File: src/rtl/dwx_pkg.sv
package dwx_pkg;

    localparam int PCI_AW  = 44;
    localparam int SYS_AW  = 35;
    localparam int CSR_DW  = 64;
    localparam int BASE_W  = 40;
    localparam int PG_OFF_W = 13;

    localparam int BASE_EN_BIT  = 0;
    localparam int BASE_SG_BIT  = 1;
    localparam int BASE_DAC_BIT = 39;
    localparam int CTL_HOLE_BIT = 5;
    localparam int CTL_BIG_BIT  = 6;

    localparam logic [BASE_W-1:0] BASE_KEEP      = 40'h00_FFF0_0003;
    localparam logic [BASE_W-1:0] LAST_BASE_KEEP = 40'h80_FFF0_0001;
    localparam logic [BASE_W-1:0] LAST_BASE_SET  = 40'h00_0000_0002;
    localparam logic [31:0]       MASK_KEEP      = 32'hFFF0_0000;
    localparam logic [SYS_AW-1:0] TBA_KEEP       = 35'h7_FFFF_FC00;
    localparam logic [CSR_DW-1:0] CTL_KEEP       = 64'h0000_001C_FF0F_C7FF;

    localparam logic [31:0]       WIN_FLOOR      = 32'h000F_FFFF;
    localparam logic [31:0]       SG_IDX_BITS    = 32'h000F_E000;
    localparam logic [31:0]       HOLE_LO        = 32'h0008_0000;
    localparam logic [31:0]       HOLE_HI        = 32'h000F_FFFF;
    localparam logic [SYS_AW-1:0] BIG_MASK       = 35'h7_FFFF_FFFF;
    localparam logic [SYS_AW-1:0] PG_MASK        = 35'h0_0000_1FFF;
    localparam logic [SYS_AW-1:0] DAC_TBA_KEEP   = 35'h7_FFC0_0000;
    localparam logic [31:0]       DAC_IDX_BITS   = 32'hFFFF_E000;

    typedef struct packed {
        logic [BASE_W-1:0] base;
        logic [31:0]       mask;
        logic [SYS_AW-1:0] tba;
    } win_cfg_t;

    typedef enum logic [1:0] {
        CK_BASE = 2'd0,
        CK_MASK = 2'd1,
        CK_TBA  = 2'd2,
        CK_CTL  = 2'd3
    } csr_kind_e;

    typedef enum logic [1:0] {
        ST_IDLE  = 2'd0,
        ST_ISSUE = 2'd1,
        ST_WAIT  = 2'd2
    } xl_state_e;

    typedef enum logic [1:0] {
        OC_FAULT  = 2'd0,
        OC_DIRECT = 2'd1,
        OC_TABLE  = 2'd2
    } outcome_e;

    typedef struct packed {
        xl_state_e             st;
        logic                  res_v;
        logic                  res_f;
        logic [SYS_AW-1:0]     res_a;
        logic [SYS_AW-1:0]     res_m;
        logic [SYS_AW-1:0]     pte_a;
        logic [PG_OFF_W-1:0]   off;
    } xl_t;

endpackage

File: src/rtl/dwx_csr.sv
module dwx_csr import dwx_pkg::*; #(
    parameter int NUM_WIN = 4,
    localparam int IDX_W  = $clog2(NUM_WIN),
    localparam int CSR_AW = IDX_W + 2
) (
    input  logic                      clk,
    input  logic                      rst_n,
    input  logic                      csr_we,
    input  logic [CSR_AW-1:0]         csr_addr,
    input  logic [CSR_DW-1:0]         csr_wdata,
    output logic [CSR_DW-1:0]         csr_rdata,
    output win_cfg_t [NUM_WIN-1:0]    win_o,
    output logic [CSR_DW-1:0]         ctl_o
);

    typedef struct packed {
        win_cfg_t [NUM_WIN-1:0] win;
        logic [CSR_DW-1:0]      ctl;
    } csr_t;

    csr_t      st_d, st_q;
    csr_kind_e kind;
    logic [IDX_W-1:0] idx;

    assign kind = csr_kind_e'(csr_addr[CSR_AW-1 -: 2]);
    assign idx  = csr_addr[IDX_W-1:0];

    function automatic csr_t reset_value();
        csr_t v;
        v = '0;
        v.win[NUM_WIN-1].base = LAST_BASE_SET;
        return v;
    endfunction

    always_comb begin
        st_d = st_q;
        if (csr_we) begin
            for (int i = 0; i < NUM_WIN; i++) begin
                if (int'(idx) == i) begin
                    case (kind)
                        CK_BASE: begin
                            if (i == NUM_WIN - 1) begin
                                st_d.win[i].base = (csr_wdata[BASE_W-1:0] & LAST_BASE_KEEP) | LAST_BASE_SET;
                            end else begin
                                st_d.win[i].base = csr_wdata[BASE_W-1:0] & BASE_KEEP;
                            end
                        end
                        CK_MASK: st_d.win[i].mask = csr_wdata[31:0] & MASK_KEEP;
                        CK_TBA:  st_d.win[i].tba  = csr_wdata[SYS_AW-1:0] & TBA_KEEP;
                        default: ;
                    endcase
                end
            end
            if (kind == CK_CTL && idx == '0) begin
                st_d.ctl = csr_wdata & CTL_KEEP;
            end
        end
    end

    always_comb begin
        csr_rdata = '0;
        for (int i = 0; i < NUM_WIN; i++) begin
            if (int'(idx) == i) begin
                case (kind)
                    CK_BASE: csr_rdata = CSR_DW'(st_q.win[i].base);
                    CK_MASK: csr_rdata = CSR_DW'(st_q.win[i].mask);
                    CK_TBA:  csr_rdata = CSR_DW'(st_q.win[i].tba);
                    default: ;
                endcase
            end
        end
        if (kind == CK_CTL && idx == '0) begin
            csr_rdata = st_q.ctl;
        end
    end

    always_ff @(posedge clk) begin
        if (!rst_n) begin
            st_q <= reset_value();
        end else begin
            st_q <= st_d;
        end
    end

    assign win_o = st_q.win;
    assign ctl_o = st_q.ctl;

endmodule

File: src/rtl/dwx_win.sv
module dwx_win import dwx_pkg::*; (
    input  win_cfg_t          cfg,
    input  logic [31:0]       addr_lo,
    output logic              hit,
    output logic              sg,
    output logic [SYS_AW-1:0] dm_addr,
    output logic [SYS_AW-1:0] dm_mask,
    output logic [SYS_AW-1:0] pte_addr
);

    logic [31:0]       ext;
    logic [SYS_AW-1:0] ext_w;
    logic [SYS_AW-1:0] tba_clr;
    logic [SYS_AW-1:0] idx_part;
    logic              unused_cfg;

    always_comb begin
        ext      = cfg.mask | WIN_FLOOR;
        ext_w    = SYS_AW'(ext);
        hit      = cfg.base[BASE_EN_BIT] &&
                   ((addr_lo & ~ext) == {cfg.base[31:20], 20'h0_0000});
        sg       = cfg.base[BASE_SG_BIT];
        dm_mask  = ext_w;
        dm_addr  = (cfg.tba & ~ext_w) | (SYS_AW'(addr_lo) & ext_w);
        tba_clr  = SYS_AW'(cfg.mask >> 10);
        idx_part = SYS_AW'((addr_lo & (cfg.mask | SG_IDX_BITS)) >> 10);
        pte_addr = (cfg.tba & ~tba_clr) | idx_part;
    end

    assign unused_cfg = ^{cfg.base[BASE_W-1:32], cfg.base[19:2], cfg.mask[19:0]};

endmodule

File: src/rtl/dma_win_xlate.sv
module dma_win_xlate import dwx_pkg::*; #(
    parameter int NUM_WIN = 4,
    localparam int IDX_W  = $clog2(NUM_WIN),
    localparam int CSR_AW = IDX_W + 2
) (
    input  logic               clk,
    input  logic               rst_n,
    input  logic               csr_we,
    input  logic [CSR_AW-1:0]  csr_addr,
    input  logic [CSR_DW-1:0]  csr_wdata,
    output logic [CSR_DW-1:0]  csr_rdata,
    input  logic               req_valid,
    output logic               req_ready,
    input  logic [PCI_AW-1:0]  req_addr,
    output logic               pte_req_valid,
    output logic [SYS_AW-1:0]  pte_req_addr,
    input  logic               pte_rsp_valid,
    input  logic [CSR_DW-1:0]  pte_rsp_data,
    output logic               res_valid,
    output logic               res_fault,
    output logic [SYS_AW-1:0]  res_addr,
    output logic [SYS_AW-1:0]  res_mask
);

    win_cfg_t [NUM_WIN-1:0] win_cfg;
    logic [CSR_DW-1:0]      ctl;

    dwx_csr #(.NUM_WIN(NUM_WIN)) u_csr (
        .clk       (clk),
        .rst_n     (rst_n),
        .csr_we    (csr_we),
        .csr_addr  (csr_addr),
        .csr_wdata (csr_wdata),
        .csr_rdata (csr_rdata),
        .win_o     (win_cfg),
        .ctl_o     (ctl)
    );

    logic [NUM_WIN-1:0] w_hit;
    logic [NUM_WIN-1:0] w_sg;
    logic [SYS_AW-1:0]  w_dm_a [NUM_WIN];
    logic [SYS_AW-1:0]  w_dm_m [NUM_WIN];
    logic [SYS_AW-1:0]  w_pte  [NUM_WIN];

    for (genvar g = 0; g < NUM_WIN; g++) begin : g_win
        dwx_win u_win (
            .cfg      (win_cfg[g]),
            .addr_lo  (req_addr[31:0]),
            .hit      (w_hit[g]),
            .sg       (w_sg[g]),
            .dm_addr  (w_dm_a[g]),
            .dm_mask  (w_dm_m[g]),
            .pte_addr (w_pte[g])
        );
    end

    // address class decode
    logic              sac, in_hole, big_rng, dac_rng, last_dac_on;
    logic              found, f_sg;
    logic [SYS_AW-1:0] f_dm_a, f_dm_m, f_pte, dac_pte;
    outcome_e          oc;
    logic [SYS_AW-1:0] oc_addr, oc_mask, oc_pte;

    always_comb begin
        sac         = (req_addr[PCI_AW-1:32] == '0);
        in_hole     = ctl[CTL_HOLE_BIT] && sac &&
                      (req_addr[31:0] >= HOLE_LO) && (req_addr[31:0] <= HOLE_HI);
        big_rng     = (req_addr[PCI_AW-1:40] == 4'h1);
        dac_rng     = req_addr[PCI_AW-1];
        last_dac_on = win_cfg[NUM_WIN-1].base[BASE_DAC_BIT];
        dac_pte     = (win_cfg[NUM_WIN-1].tba & DAC_TBA_KEEP) |
                      SYS_AW'((req_addr[31:0] & DAC_IDX_BITS) >> 10);

        found  = 1'b0;
        f_sg   = 1'b0;
        f_dm_a = '0;
        f_dm_m = '0;
        f_pte  = '0;
        for (int i = 0; i < NUM_WIN; i++) begin
            if (!found && w_hit[i] && ((i != NUM_WIN - 1) || !last_dac_on)) begin
                found  = 1'b1;
                f_sg   = w_sg[i];
                f_dm_a = w_dm_a[i];
                f_dm_m = w_dm_m[i];
                f_pte  = w_pte[i];
            end
        end

        oc      = OC_FAULT;
        oc_addr = '0;
        oc_mask = '0;
        oc_pte  = '0;
        if (sac) begin
            if (!in_hole && found) begin
                if (f_sg) begin
                    oc     = OC_TABLE;
                    oc_pte = f_pte;
                end else begin
                    oc      = OC_DIRECT;
                    oc_addr = f_dm_a;
                    oc_mask = f_dm_m;
                end
            end
        end else if (big_rng) begin
            if (ctl[CTL_BIG_BIT]) begin
                oc      = OC_DIRECT;
                oc_addr = req_addr[SYS_AW-1:0];
                oc_mask = BIG_MASK;
            end
        end else if (dac_rng) begin
            if (last_dac_on && win_cfg[NUM_WIN-1].base[BASE_EN_BIT]) begin
                oc     = OC_TABLE;
                oc_pte = dac_pte;
            end
        end
    end

    // sequencer
    xl_t x_d, x_q;

    always_comb begin
        x_d       = x_q;
        x_d.res_v = 1'b0;
        unique case (x_q.st)
            ST_IDLE: begin
                if (req_valid) begin
                    unique case (oc)
                        OC_DIRECT: begin
                            x_d.res_v = 1'b1;
                            x_d.res_f = 1'b0;
                            x_d.res_a = oc_addr;
                            x_d.res_m = oc_mask;
                        end
                        OC_TABLE: begin
                            x_d.st    = ST_ISSUE;
                            x_d.pte_a = oc_pte;
                            x_d.off   = req_addr[PG_OFF_W-1:0];
                        end
                        default: begin
                            x_d.res_v = 1'b1;
                            x_d.res_f = 1'b1;
                            x_d.res_a = '0;
                            x_d.res_m = '0;
                        end
                    endcase
                end
            end
            ST_ISSUE: begin
                x_d.st = ST_WAIT;
            end
            ST_WAIT: begin
                if (pte_rsp_valid) begin
                    x_d.st    = ST_IDLE;
                    x_d.res_v = 1'b1;
                    if (pte_rsp_data[0]) begin
                        x_d.res_f = 1'b0;
                        x_d.res_a = {1'b0, pte_rsp_data[21:1], x_q.off};
                        x_d.res_m = PG_MASK;
                    end else begin
                        x_d.res_f = 1'b1;
                        x_d.res_a = '0;
                        x_d.res_m = '0;
                    end
                end
            end
            default: x_d.st = ST_IDLE;
        endcase
    end

    always_ff @(posedge clk) begin
        if (!rst_n) begin
            x_q <= '0;
        end else begin
            x_q <= x_d;
        end
    end

    assign req_ready     = (x_q.st == ST_IDLE);
    assign pte_req_valid = (x_q.st == ST_ISSUE);
    assign pte_req_addr  = x_q.pte_a;
    assign res_valid     = x_q.res_v;
    assign res_fault     = x_q.res_f;
    assign res_addr      = x_q.res_a;
    assign res_mask      = x_q.res_m;

    logic unused_bits;
    assign unused_bits = ^{ctl[CSR_DW-1:7], ctl[4:0], pte_rsp_data[CSR_DW-1:22]};

endmodule

File: config.mk
export PLATFORM = sky130hd
export DESIGN_NAME = dma_win_xlate
export DESIGN_NICKNAME = d
export VERILOG_FILES = /design/src/rtl/dwx_pkg.sv /design/src/rtl/dwx_csr.sv /design/src/rtl/dwx_win.sv /design/src/rtl/dma_win_xlate.sv
export SDC_FILE = /design/constraint.sdc
export NUM_CORES = 1
export LEC_CHECK = 0
export CORE_UTILIZATION = 45
export DETAILED_ROUTE_END_ITERATION = 8
export PLACE_DENSITY = 0.81
export SLEW_MARGIN = 10
export SYNTH_ARGS = -nofsm -noshare
export SYNTH_HDL_FRONTEND = slang
export SYNTH_SLANG_ARGS = --single-unit
export TNS_END_PERCENT = 100
File: constraint.sdc
create_clock -name clk -period 5.4 [get_ports clk]
set_input_delay 1.62 -clock clk [delete_from_list [all_inputs] [get_ports clk]]
set_output_delay 1.62 -clock clk [all_outputs]
set_load 0.005 [all_outputs]
Word-level counts from Yosys, hierarchy flattened
Index checks and enable logic that the tools add are counted.
{"block": "op_classes", "magnitude_cmp": 2, "eq_ne": 19, "n_mux": 60, "bitwise_logic": 41, "reduce_logical": 41}
{"op": "$mux W35", "n": 26}
{"op": "$pmux W64 S3", "n": 3}
{"op": "$and A32 B32 Y32", "n": 12}
{"op": "$mux W64", "n": 5}
{"op": "$pmux W72 S2", "n": 2}
{"op": "$and A35 B35 Y35", "n": 8}
{"op": "$or A35 B22 Y35", "n": 5}
{"op": "$not A22 Y35", "n": 4}
{"op": "$not A32 Y35", "n": 4}
{"op": "$or A35 B35 Y35", "n": 4}
{"op": "$eq A32 B32 Y1", "n": 4}
{"op": "$not A32 Y32", "n": 4}
{"op": "$mux W122", "n": 1}
{"op": "$pmux W35 S3", "n": 1}
{"op": "$mux W74", "n": 1}
{"op": "$mux W71", "n": 1}
{"op": "$mux W32", "n": 2}
{"op": "$mux W48", "n": 1}
{"op": "$reduce_and A3 Y1", "n": 14}
{"op": "$ge A32 B20 Y1 const B", "n": 1}
{"op": "$le A32 B20 Y1 const B", "n": 1}
{"op": "$logic_and A1 B1 Y1", "n": 14}
{"op": "$mux W2", "n": 7}
{"op": "$eq A2 B2 Y1 const B", "n": 6}
{"op": "other kinds (12)", "n": 32}
{"block": "word_totals", "reg_bits": 354, "inputBits": 181, "output_inout_bits": 173, "elab_cells": 183}

Depth between registers and ports, before layout
{"block": "depth", "depth_word": 22, "ltp_mapped": 20, "depth_no_buf": 16}

By module
From an unflattened synthesis, not the netlist that was laid out.
{"block": "hier_totals", "cells_unflattened": 3356, "area_unflattened_um2": 25603.3}
{"module": "dwx_csr", "instances": 1, "cells_per_inst": 1557, "area_per_inst_um2": 12827.3, "seq_area_each_um2": 4644.5}
{"module": "dma_win_xlate", "instances": 1, "cells_per_inst": 1087, "area_per_inst_um2": 8286.7, "seq_area_each_um2": 2442.3}
{"module": "dwx_win", "instances": 4, "cells_per_inst": 178, "area_per_inst_um2": 1122.3, "seq_area_each_um2": 0.0}

Worst setup path before layout
Ideal clock, no wire load.
{"block": "synth_timing", "path_type": "input to register", "startpoint": "in req_addr[23]", "endpoint": "reg x_q (netlist bit res_addr[10])", "setup_ns": 0.075, "arrival_ns": 5.470, "required_time_ns": 5.325, "setup_slack_ns": -0.145, "cell_stages": 19, "path_buffers": 3, "path_cell_list": "nor2b_1 xnor2_1 nand4_1 or4_1 buf_2 nand4_1 a41oi_1 buf_2 nor2_2 inv_1 ha_1 o21ai_1 nand2b_1 or4b_2 a311oi_1 nand4_1 nor2b_1 buf_2 o22ai_1"}
{"block": "synth_between", "elab_chain_cells": 21, "elab_cells_between_ends": 50, "classes_between": "order compare (2); eq/ne (7); mux (21); bitwise (4); reduce/logical (16)"}
{"element": "from (decl)", "line": "dma_win_xlate.sv:14", "text": "input logic [PCI_AW-1:0] req_addr,"}
{"element": "$and A32 B32 Y32", "line": "dwx_win.sv:21", "text": "((addr_lo & ~ext) == {cfg.base[31:20], 20'h0_0000});"}
{"element": "$eq A32 B32 Y1", "line": "dwx_win.sv:21"}
{"element": "$logic_and A1 B1 Y1", "line": "dwx_win.sv:20", "text": "hit = cfg.base[BASE_EN_BIT] &&"}
{"element": "$mux W1", "line": "dma_win_xlate.sv:80", "text": "if (!found && w_hit[i] && ((i != NUM_WIN - 1) || !last_dac_on)) begin"}
{"element": "$logic_not A1 Y1", "line": "dma_win_xlate.sv:80"}
{"element": "$logic_and A1 B1 Y1", "line": "dma_win_xlate.sv:80"}
{"element": "$mux W1", "line": "dma_win_xlate.sv:80"}
{"element": "$logic_not A1 Y1", "line": "dma_win_xlate.sv:80"}
{"element": "(+5 left out)"}
{"element": "$mux W1", "line": "dma_win_xlate.sv:80"}
{"element": "$mux W2 / $logic_and A1 B1 Y1 (equally long branches)", "line": "dma_win_xlate.sv:95, dma_win_xlate.sv:94"}
{"element": "$mux W2", "line": "dma_win_xlate.sv:94", "text": "if (!in_hole && found) begin"}
{"element": "$mux W2", "line": "dma_win_xlate.sv:93", "text": "if (sac) begin"}
{"element": "$eq A2 B2 Y1 / $eq A2 B1 Y1 (equally long branches)", "line": "dma_win_xlate.sv:127", "text": "unique case (oc)"}
{"element": "$pmux W72 S2", "line": "dma_win_xlate.sv:127"}
{"element": "$mux W122", "line": "dma_win_xlate.sv:126", "text": "if (req_valid) begin"}
{"element": "$pmux W72 S2", "line": "dma_win_xlate.sv:124", "text": "unique case (x_q.st)"}
{"element": "to (signal assigned)", "line": "dma_win_xlate.sv:172", "text": "x_q <= '0;"}
{"element": "to (signal assigned)", "line": "dma_win_xlate.sv:174", "text": "x_q <= x_d;"}
{"element": "to (decl)", "line": "dma_win_xlate.sv:119", "text": "xl_t x_d, x_q;"}
Parallel ways exist; a longest one is shown, timed or not. The select of a mux whose other input is x is not followed.
A chain may end at the register's enable or synchronous reset.

Worst setup path after layout
{"block": "layout_timing", "startpoint": "in csr_addr[2]", "endpoint": "out csr_rdata[28]"}
{"block": "layout_between", "elab_chain_cells": 10, "elab_cells_between_ends": 14, "classes_between": "eq/ne (3); mux (9); reduce/logical (2)"}
{"element": "from (decl)", "line": "dma_win_xlate.sv:9", "text": "input logic [CSR_AW-1:0] csr_addr,"}
{"element": "$eq A2 B2 Y1 (tied with other cells)", "line": "dwx_csr.sv:64", "text": "case (kind)"}
{"element": "$pmux W35 S3", "line": "dwx_csr.sv:64"}
{"element": "$mux W64", "line": "dwx_csr.sv:63", "text": "if (int'(idx) == i) begin"}
{"element": "$pmux W64 S3", "line": "dwx_csr.sv:64"}
{"element": "$mux W64", "line": "dwx_csr.sv:63"}
{"element": "$pmux W64 S3", "line": "dwx_csr.sv:64"}
{"element": "$mux W64", "line": "dwx_csr.sv:63"}
{"element": "$pmux W64 S3", "line": "dwx_csr.sv:64"}
{"element": "$mux W64", "line": "dwx_csr.sv:63"}
{"element": "$mux W64 (*)", "line": "dwx_csr.sv:72", "text": "if (kind == CK_CTL && idx == '0) begin"}
{"element": "to (decl)", "line": "dma_win_xlate.sv:11", "text": "output logic [CSR_DW-1:0] csr_rdata,"}
Mark *: on every way between the ends. The rest lies on a longest branch, timed or not.

==> flow_summary_export.csv <==
group,metric,value,unit
worst_setup_path,timing.rr.end,"res_addr[34]",
power,powerDensity,253,nW/µm²
finish,post-route-util,0.583,
global_route,grt_pass1_vias,18100,
timing,slew_violations,0,
worst_setup_path,critPathKind,"in2out",
placement,placed_area,21700,µm²
placement,place_ws,-0.845,ns
logic_synthesis,postSynthAreaPerCell,7.57,µm²
logic_synthesis,synthCells,2415,
timing,relSlewSlack,0.268,
worst_setup_path,slowest_stage,"o21ai_0",
detailed_routing,first_pass_iters,6,
worst_setup_path,timing.critical_path.depth,9,
finish,diodes,0,
worst_setup_path,r2r_start,"u_csr.win_o[165]",
logic_synthesis,synth_edf_count,0,
detailed_routing,viasPerCell,6.25,
placement,port_buffers,256,
floorplanning,die_w,204,µm
timing,rsz0062_at_grt,"true",
global_route,grtUsageTotal,0.416,
global_route,grt-ovfl-total,0,
clock_network,clkSlewWorstSetupHoldPaths,0.06,ns
worst_setup_path,critPathRequiredTime,3.78,ns
status,outcome,"complete, no violations",
clock_network,cts_tree,"yes",
timing,worst_pin_slew,1.10,ns
global_route,grt_max_degree,120,
finish,postLayoutCellArea,23300,µm²
detailed_routing,wire_per_inst,27.8,µm
worst_setup_path,cp-end-kind,"output pin",
worst_setup_path,path_cells,"buf_2, buf_12, clkinv_1, buf_4, nor2_1, o21ai_0, o221ai_1, nand2_1, clkdlybuf4s50_1",
floorplanning,die-height,204,µm
finish,drive_above_1_share,0.151,
power,ir_drop,246,µV
clock_network,cts_inserted_buffers,38,
worst_setup_path,crit_buf_inv,5,
floorplanning,die_area,41400,µm²
finish,syn_to_final_growth,27.2,%
worst_setup_path,ff2ff_setup_slack,1.06,ns
worst_setup_path,crit_start,"csr_addr[2]",
logic_synthesis,ys_seq_elements,331,
clock_network,cts_max_path_buffers,3,
clock_network,cts_sinks,331,
logic_synthesis,synthArstFlopShare,0,
detailed_routing,drt-total-wl,88500,µm
timing,finClkSkew,0.0332,ns
logic_synthesis,synth.distinct_cells,69,
detailed_routing,antenna_left,0,
worst_setup_path,r2r_cells,18,
global_route,antenna_found_initial,2,
timing,final.period_utilization,0.996,
timing,fmax,186,MHz
worst_setup_path,crit_end,"csr_rdata[28]",
job,max_cap_violations,0,
clock_network,insertion_delay,0.58,ns
clock_network,htree_num_levels,2,
timing,hold_viol,0,
placement,gp_congestion,1.07,
worst_setup_path,critPathArrivalTime,3.76,ns
worst_setup_path,cpPeakStageDelay,0.52,ns
logic_synthesis,syn-cell-area,18300,µm²
finish,final_nets,2824,
floorplanning,boundaryPins,354,
placement,place_hpwl,65200,µm
floorplanning,fp-row-count,73,
worst_setup_path,crit_fanout,21,
logic_synthesis,synthFlopType,"dfxtp_1",
timing,finalWorstSetupSlack,0.0237,ns
logic_synthesis,synth-seq-area-share,0.362,
logic_synthesis,yosys_warnings,0,
clock_network,cts_hold_buf,0,
power,leakage,8.03,nW
power,total_power,5.89,mW
worst_hold_path,hp-class,"reg2reg",
timing,min_period,5.38,ns
detailed_routing,vias,19900,
clock_network,clockRootBuffer,"clkbuf_16",
detailed_routing,drt_iter0_markers,2467,
detailed_routing,drc,0,
floorplanning,start_util,0.458,
worst_setup_path,start_kind,"input pin",
global_route,grt_pass1_wl,125000,µm
timing,setup_viol,0,
floorplanning,core,39900,µm²
worst_setup_path,path_delay_family,"buffers and inverters",
==> flip-flops by register name (all words and copies together) (netlist names) <==
| register | count |
|---|---|
| res_fault | 1 |
| res_mask | 15 |
| u_csr.win_o | 204 |
| res_addr | 35 |
| u_csr.ctl_o | 28 |
| x_q | 15 |
| res_valid | 1 |
| pte_req_addr | 32 |
==> cells in the mapped netlist (31+ instances only) <==
cell type,n,area share
dfxtp_1,331,0.36
buf_4,131,0.054
nand2_1,602,0.12
o21ai_0,73,0.020
clkbuf_1,170,0.035
nand4_1,34,0.012
xnor2_1,48,0.023
nand3_1,46,0.013
mux2i_1,73,0.040
nor2b_1,55,0.019
inv_1,31,0.0064
nor2_1,58,0.012
a21oi_1,342,0.094
==> cells by family (layout without fill, tap and decap cells) <==
kind of cell               count (synthesis)  count (layout)  synth area share
muxes                                    111             111            0.0714
xor gates and xnor gates                  48              48            0.0230
buffers and inverters                    369             589             0.105
DFF                                      331             331             0.362
other                                      1              29          0.000205
and+or+nand+nor                          905             905             0.220
AOI/OAI and AO/OA                        647             647             0.216
adders and majority gates                  3               3           0.00205
==> per-stage QoR <==
stage          hold WS, ns  instances  TNS [ns]
6_report             0.453       3188         0
5_1_grt              0.470       3188   -0.0516
4_1_cts              0.455       3184         0
3_5_place_dp         0.446       3119    -50.52
3_3_place_gp         0.437       3119    -42.22
2_1_floorplan        0.432       2443         0
==> worst register-to-register path, delay by kind of cell, from the launching register on <==
kind,cells,cell delay (ns)
and+or+nand+nor,8,2.03
xor gates and xnor gates,1,0.22
DFF,1,0.56
AOI/OAI and AO/OA,5,0.85
adders and majority gates,1,0.17
buffers and inverters,3,0.45
==> placed cells by master (no fill, tap or decap), types with 34 or more instances in the layout <==
| cell | netlist | final |
|---|---|---|
| nor2b_1 | 55 | 48 |
| a21oi_1 | 342 | 339 |
| nand3_1 | 46 | 45 |
| buf_4 | 131 | 223 |
| xnor2_1 | 48 | 37 |
| clkdlybuf4s50_1 | 0 | 238 |
| nor2_1 | 58 | 51 |
| clkbuf_16 | 0 | 39 |
| nand2_1 | 602 | 602 |
| mux2i_1 | 73 | 73 |
| nand4_1 | 34 | 34 |
| o21ai_0 | 73 | 71 |
| dfxtp_1 | 331 | 331 |
==> layout make-up <==
| cell class | instances | area, µm² |
|---|---|---|
| multi-input combinational | 1743 | 10100 |
| sequential | 331 | 6630 |
| clock inverter | 16 | 254 |
| timing repair buffer | 494 | 4460 |
| fill | 3591 | 16700 |
| clock buffer | 47 | 1050 |
| inverter | 32 | 128 |
| tap | 525 | 657 |
==> worst min path at each step <==
stage                               from        endpoint  depth (start not counted)  slack, ns
after floorplan           u_csr.ctl_o[2]  u_csr.ctl_o[2]                          2       0.43
after global placement    u_csr.ctl_o[3]  u_csr.ctl_o[3]                          2       0.44
after detailed placement  u_csr.ctl_o[8]  u_csr.ctl_o[8]                          2       0.45
after CTS                 u_csr.ctl_o[8]  u_csr.ctl_o[8]                          2       0.45
after global routing              x_q[9]          x_q[9]                          2       0.47
final                     u_csr.ctl_o[8]  u_csr.ctl_o[8]                          2       0.45
==> timing repair <==
item,in CTS,in global routing
gates resized for setup,30,39
pin swaps,3,14
endpoints found under the setup margin,83,58
gates cloned,0,1
setup buffers,2,3
==> layer usage <==
layer | routed length, µm | global-route usage | part of all wire | vias to the layer above
li1 | - | - | - | 8704
met1 | 35100 | 0.553 | 0.40 | 9534
met2 | 38000 | 0.635 | 0.43 | 1396
met3 | 9960 | 0.0786 | 0.11 | 292
met4 | 5460 | 0.226 | 0.062 | 4
met5 | 23 | 0 | 0.00026 | -
==> power by group <==
group	total (mW)	switching, mW	internal [mW]
Sequential	2.49	0.0299	2.46
Clock	2.77	1.10	1.66
Combinational	0.625	0.379	0.246
No activity file was read; power rests on OpenSTA's default activity.
